<file path="src/rtl/vtg_pkg.sv">
package vtg_pkg;
    typedef enum logic {
        ST_HOLD = 1'b0,
        ST_RUN  = 1'b1
    } gen_state_t;

    localparam logic [1:0] SRC_CONST = 2'b11;
    localparam logic [1:0] SRC_RAMP  = 2'b10;
endpackage

</file>
<file path="src/rtl/vtg_axis_cnt.sv">
// One timing axis: a wrapping counter plus its sync and window decodes.
module vtg_axis_cnt #(
    parameter int CNT_W = 16
) (
    input  logic             clk,
    input  logic             rst_n,
    input  logic             clr,
    input  logic             step,
    input  logic [CNT_W-1:0] total,
    input  logic [CNT_W-1:0] sync_w,
    input  logic [CNT_W-1:0] win_min,
    input  logic [CNT_W-1:0] win_max,
    output logic [CNT_W-1:0] cnt,
    output logic             last,
    output logic             sync,
    output logic             in_win
);
    localparam logic [CNT_W-1:0] ONE = CNT_W'(1);

    always_ff @(posedge clk or negedge rst_n) begin
        if (!rst_n) begin
            cnt <= '0;
        end else if (clr) begin
            cnt <= '0;
        end else if (step) begin
            cnt <= last ? '0 : cnt + ONE;
        end
    end

    always_comb begin
        last   = (cnt == total - ONE);
        sync   = (cnt < sync_w);
        in_win = (cnt >= win_min) && (cnt < win_max);
    end
endmodule

</file>
<file path="src/rtl/vtg_pix_src.sv">
// Pixel source selection and the per-frame ramp.
module vtg_pix_src
    import vtg_pkg::*;
#(
    parameter int PIX_W = 24
) (
    input  logic             clk,
    input  logic             rst_n,
    input  logic             clr,
    input  logic             frame_wrap,
    input  logic             de,
    input  logic [1:0]       src_sel,
    input  logic [PIX_W-1:0] const_rgb,
    input  logic [PIX_W-1:0] strm_data,
    output logic [PIX_W-1:0] pix_data,
    output logic             pix_req
);
    localparam logic [PIX_W-1:0] ONE = PIX_W'(1);

    logic [PIX_W-1:0] ramp;

    always_ff @(posedge clk or negedge rst_n) begin
        if (!rst_n) begin
            ramp <= '0;
        end else if (clr || frame_wrap) begin
            ramp <= '0;
        end else if (de) begin
            ramp <= ramp + ONE;
        end
    end

    always_comb begin
        pix_data = '0;
        pix_req  = 1'b0;
        if (de) begin
            unique case (src_sel)
                SRC_CONST: pix_data = const_rgb;
                SRC_RAMP:  pix_data = ramp;
                default: begin
                    pix_data = strm_data;
                    pix_req  = 1'b1;
                end
            endcase
        end
    end
endmodule

</file>
<file path="src/rtl/pix_timing_gen.sv">
module pix_timing_gen
    import vtg_pkg::*;
#(
    parameter int CNT_W = 16,
    parameter int PIX_W = 24
) (
    input  logic             clk,
    input  logic             rst_n,
    input  logic             run_en,
    input  logic [1:0]       src_sel,
    input  logic [PIX_W-1:0] const_rgb,
    input  logic [PIX_W-1:0] strm_data,
    input  logic [CNT_W-1:0] h_total,
    input  logic [CNT_W-1:0] h_sync_w,
    input  logic [CNT_W-1:0] h_de_min,
    input  logic [CNT_W-1:0] h_de_max,
    input  logic [CNT_W-1:0] v_total,
    input  logic [CNT_W-1:0] v_sync_w,
    input  logic [CNT_W-1:0] v_de_min,
    input  logic [CNT_W-1:0] v_de_max,
    output logic             hsync,
    output logic             vsync,
    output logic             de,
    output logic [PIX_W-1:0] pix_data,
    output logic             pix_req
);
    gen_state_t state, state_nx;
    logic running;
    logic [CNT_W-1:0] h_cnt, v_cnt;
    logic h_last, v_last, h_sync, v_sync, h_win, v_win;
    logic win_de;

    // State register
    always_ff @(posedge clk or negedge rst_n) begin
        if (!rst_n) state <= ST_HOLD;
        else        state <= state_nx;
    end

    always_comb begin
        state_nx = state;
        unique case (state)
            ST_HOLD: if (run_en)  state_nx = ST_RUN;
            ST_RUN:  if (!run_en) state_nx = ST_HOLD;
        endcase
    end

    // Output decode per state
    always_comb begin
        running = 1'b0;
        hsync   = 1'b0;
        vsync   = 1'b0;
        win_de  = 1'b0;
        unique case (state)
            ST_HOLD: ;
            ST_RUN: begin
                running = 1'b1;
                hsync   = h_sync;
                vsync   = v_sync;
                win_de  = h_win && v_win;
            end
        endcase
    end

    assign de = win_de;

    vtg_axis_cnt #(.CNT_W(CNT_W)) u_h_axis (
        .clk(clk), .rst_n(rst_n), .clr(!running), .step(1'b1),
        .total(h_total), .sync_w(h_sync_w), .win_min(h_de_min), .win_max(h_de_max),
        .cnt(h_cnt), .last(h_last), .sync(h_sync), .in_win(h_win)
    );

    vtg_axis_cnt #(.CNT_W(CNT_W)) u_v_axis (
        .clk(clk), .rst_n(rst_n), .clr(!running), .step(h_last),
        .total(v_total), .sync_w(v_sync_w), .win_min(v_de_min), .win_max(v_de_max),
        .cnt(v_cnt), .last(v_last), .sync(v_sync), .in_win(v_win)
    );

    vtg_pix_src #(.PIX_W(PIX_W)) u_src (
        .clk(clk), .rst_n(rst_n), .clr(!running), .frame_wrap(h_last && v_last),
        .de(win_de), .src_sel(src_sel), .const_rgb(const_rgb), .strm_data(strm_data),
        .pix_data(pix_data), .pix_req(pix_req)
    );
endmodule

</file>
<file path="config.mk">
export PLATFORM = sky130hd
export DESIGN_NAME = pix_timing_gen
export DESIGN_NICKNAME = d
export VERILOG_FILES = /design/src/rtl/vtg_pkg.sv /design/src/rtl/vtg_axis_cnt.sv /design/src/rtl/vtg_pix_src.sv /design/src/rtl/pix_timing_gen.sv
export SDC_FILE = /design/constraint.sdc
export NUM_CORES = 1
export LEC_CHECK = 0
export ABC_CLOCK_PERIOD_IN_PS = 5600
export CAP_MARGIN = 20
export CORE_ASPECT_RATIO = 0.8
export CORE_UTILIZATION = 40
export CTS_CLUSTER_DIAMETER = 50
export DETAILED_ROUTE_END_ITERATION = 8
export DONT_BUFFER_PORTS = 1
export PLACE_DENSITY = 0.54
export SLEW_MARGIN = 20
export SYNTH_ARGS = -nofsm -noshare
export SYNTH_HDL_FRONTEND = slang
export SYNTH_SLANG_ARGS = --single-unit
</file>
<file path="constraint.sdc">
create_clock -name clk -period 5.6 [get_ports clk]
set_input_delay 0.56 -clock clk [delete_from_list [all_inputs] [get_ports clk]]
set_output_delay 0.56 -clock clk [all_outputs]
set_load 0.05 [all_outputs]
</file>
==> results.json <==
{
  "status": "finished, final reports clean",
  "slowest_stage": "a211oi_2",
  "yosys.cell_types.count": 69,
  "gr-total-overflow": 0,
  "ir_drop_mv": 0.127,
  "yosysTopAreaCell": "dfrtp_1",
  "drtAntennaViolNets": 0,
  "crit_path_cell_trace": "ha_1, a2111oi_0, o31ai_1, a211o_1, nor2_1, nand2_2, a211oi_2",
  "nNetsFinal": 1111,
  "drc": 0,
  "stdcell_area_mm2": 0.00745,
  "timing.fmax_mhz": 224,
  "min_path_type": "in -> async",
  "fill_cells": 1664,
  "syn_inst": 846,
  "critPathKind": "reg -> out",
  "grtUsageMet1": 0.285,
  "vias": 6167,
  "first_pass_iters": 6,
  "grtUsageMet3": 0.0483,
  "cts_sinks": 57,
  "tritoncts": "built",
  "post-dp-hpwl_um": 15200,
  "dominantRegCellSynth": "dfrtp_1",
  "syn_area_mm2": 0.00686,
  "place_ws_ns": 1.38,
  "antenna_found_initial": 0,
  "path_depth": 7,
  "drive_gt1_frac": 0.0656,
  "tns_ns": 0,
  "synth_common_cells": "inv_1, ha_1, nor2_1, dfrtp_1, a21oi_1",
  "fp-row-count": 42,
  "power_density_mw_per_mm2": 155,
  "synth-seq-cells": 57,
  "die_x_um": 148,
  "ys_async_sr_fraction": 1.00,
  "arrival_ns": 3.90,
  "busiest_layer": "met2",
  "area_delta_synth_final_pct": 8.65,
  "start_kind": "register",
  "syn_area_per_cell_um2": 8.10,
  "setup_viol": 0,
  "synth_edf_count": 0,
  "syn_nets": 1124,
  "cts_htree_levels": 3,
  "period_needed_ns": 4.46,
  "io_buffer_count": 0,
  "ff2ff_path_depth": 9,
  "yosysWarnings": 0,
  "whs_ns": 0.113,
  "n_antenna_cell": 0,
  "hold_violations": 0,
  "grt_pass1_vias": 6071,
  "grt_max_degree": 58,
  "post-route-period-util": 0.797,
  "tightest_slew_ns": 0.985,
  "critPathTopFamily": "compound AO/OA/AOI/OAI gates",
  "slew_viol_final": 0,
  "grt_pass1_wl_um": 30600,
  "wl_per_cell_um": 18.1,
  "path_clk_slew_ns": 0.05,
  "synth_top_area_frac": 0.208,
  "core_mm2": 0.0167,
  "crit_path_max_incr_delay_ns": 0.91,
  "setup_ws_ns": 1.14,
  "postCtsSetupBuffers": 0,
  "fin_util": 0.447,
  "cellLeakagePower_nw": 3.75,
  "place_area_mm2": 0.00713,
  "drt-vias-per-instance": 5.83,
  "slew_headroom": 0.337,
  "cp_max_fo": 34,
  "fp.dieArea_mm2": 0.0177,
  "die_h_um": 119,
  "clock_latency_ns": 0.32,
  "pin_count": 209,
  "yosysSeqAreaShare": 0.208,
  "synth_most_common_cell": "inv_1",
  "crit_buf_inv": 0,
  "cts_root_buffer": "clkbuf_16",
  "cts_made_buffers": 9,
  "synth_area_leaders": "dfrtp_1, ha_1, inv_1",
  "cts_buffer_depth": 2,
  "grt.total_usage": 0.219,
  "crit_required_ns": 5.04,
  "use_met2": 0.366,
  "rsz0062_at_grt": "false",
  "start_util": 0.412,
  "finClkSkew_ns": 0.00797,
  "drtIter0Drc": 264,
  "drt-total-wl_um": 19100,
  "cap_violations": 0,
  "crit_path_end_kind": "primary output",
  "routabilityCongestion": 0.896
}
[state kept, by name (all words and copies together), names as in the netlist]
| name | count |
|---|---|
| state | 1 |
| u_h_axis.cnt | 16 |
| u_src.ramp | 24 |
| u_v_axis.cnt | 16 |
[worst paths after layout]
check | start | endpoint | slack, ns
min reg2reg | u_src.ramp[23] | u_src.ramp[23] | 0.57
min in group clk | run_en | state | 0.26
min | rst_n | u_h_axis.cnt[6] | 0.11
max reg2reg | u_v_axis.cnt[1] | u_src.ramp[12] | 1.80
max in group asynchronous | rst_n | u_v_axis.cnt[10] | 5.25
max | u_v_axis.cnt[1] | pix_data[18] | 1.14
[what timing repair did]
| action | 4_1_cts | 5_1_grt |
|---|---|---|
| hold endpoints to repair | 57 | 0 |
| endpoints found under the setup margin | 0 | 0 |
| resized for setup | 0 | 0 |
| hold buffers | 1 | 0 |
[layout by cell type, fill, tap and decap left out, drive strengths merged, types with 4 or more instances in the layout]
cell	n
a2111oi	4
a22o	14
xnor2	33
nor2b	15
clkbuf	13
mux2i	29
or4	10
nor2	76
nor3	18
nor4b	4
o21ai	30
buf	4
xor2	23
o31ai	11
inv	105
nand2b	11
or3	12
a211oi	30
a21o	27
nand3	26
nor4	10
nor3b	5
ha	97
dfrtp	57
nand2	32
a21oi	42
nand4	23
and3	18
and2	4
[cell type report]
cell class,instances,area [um^2],area share
timing repair buffer,4,50.0,0.00672
clock inverter,3,40.0,0.00537
clock buffer,13,250,0.0336
multi-input combinational,656,5010,0.673
tap,220,275,0.0369
sequential,57,1430,0.191
inverter,105,394,0.0529
[metal layers]
layer	wire length, um	part of all wire
met3	1270	0.066
met4	187	0.0098
met1	8840	0.46
met2	8820	0.46
met5	0	0
[worst register-to-register path, cell delays in order, from the launching register on]
cell,delay [ns]
dfrtp_1,0.53
ha_1,0.30
a2111oi_0,0.41
o31ai_1,0.20
a211o_1,0.35
nor2_1,0.31
nand2_2,0.56
buf_4,0.40
or4_1,0.50
a21oi_1,0.16
[power breakdown]
group / switching, mW / total (mW) / internal, mW
combinational: 0.104 / 0.189 / 0.0853
clock: 0.181 / 0.536 / 0.355
sequential: 0.0142 / 0.432 / 0.418
[stage by stage]
stage                     cells  total power, mW
after global routing       1058             1.22
after floorplan             846            0.586
after global placement     1041            0.607
final                      1058             1.16
after CTS                  1058             1.17
after detailed placement   1041            0.617
[logic make-up after synthesis]
logic type / count (synthesis) / synth area share
compound gates: 194 / 0.197
flops: 57 / 0.208
buf+inv: 133 / 0.0786
xor+xnor: 57 / 0.0748
simple gates: 278 / 0.220
fa+ha+maj: 97 / 0.177
mux: 30 / 0.0440
Power figures use the tool's default switching activity.
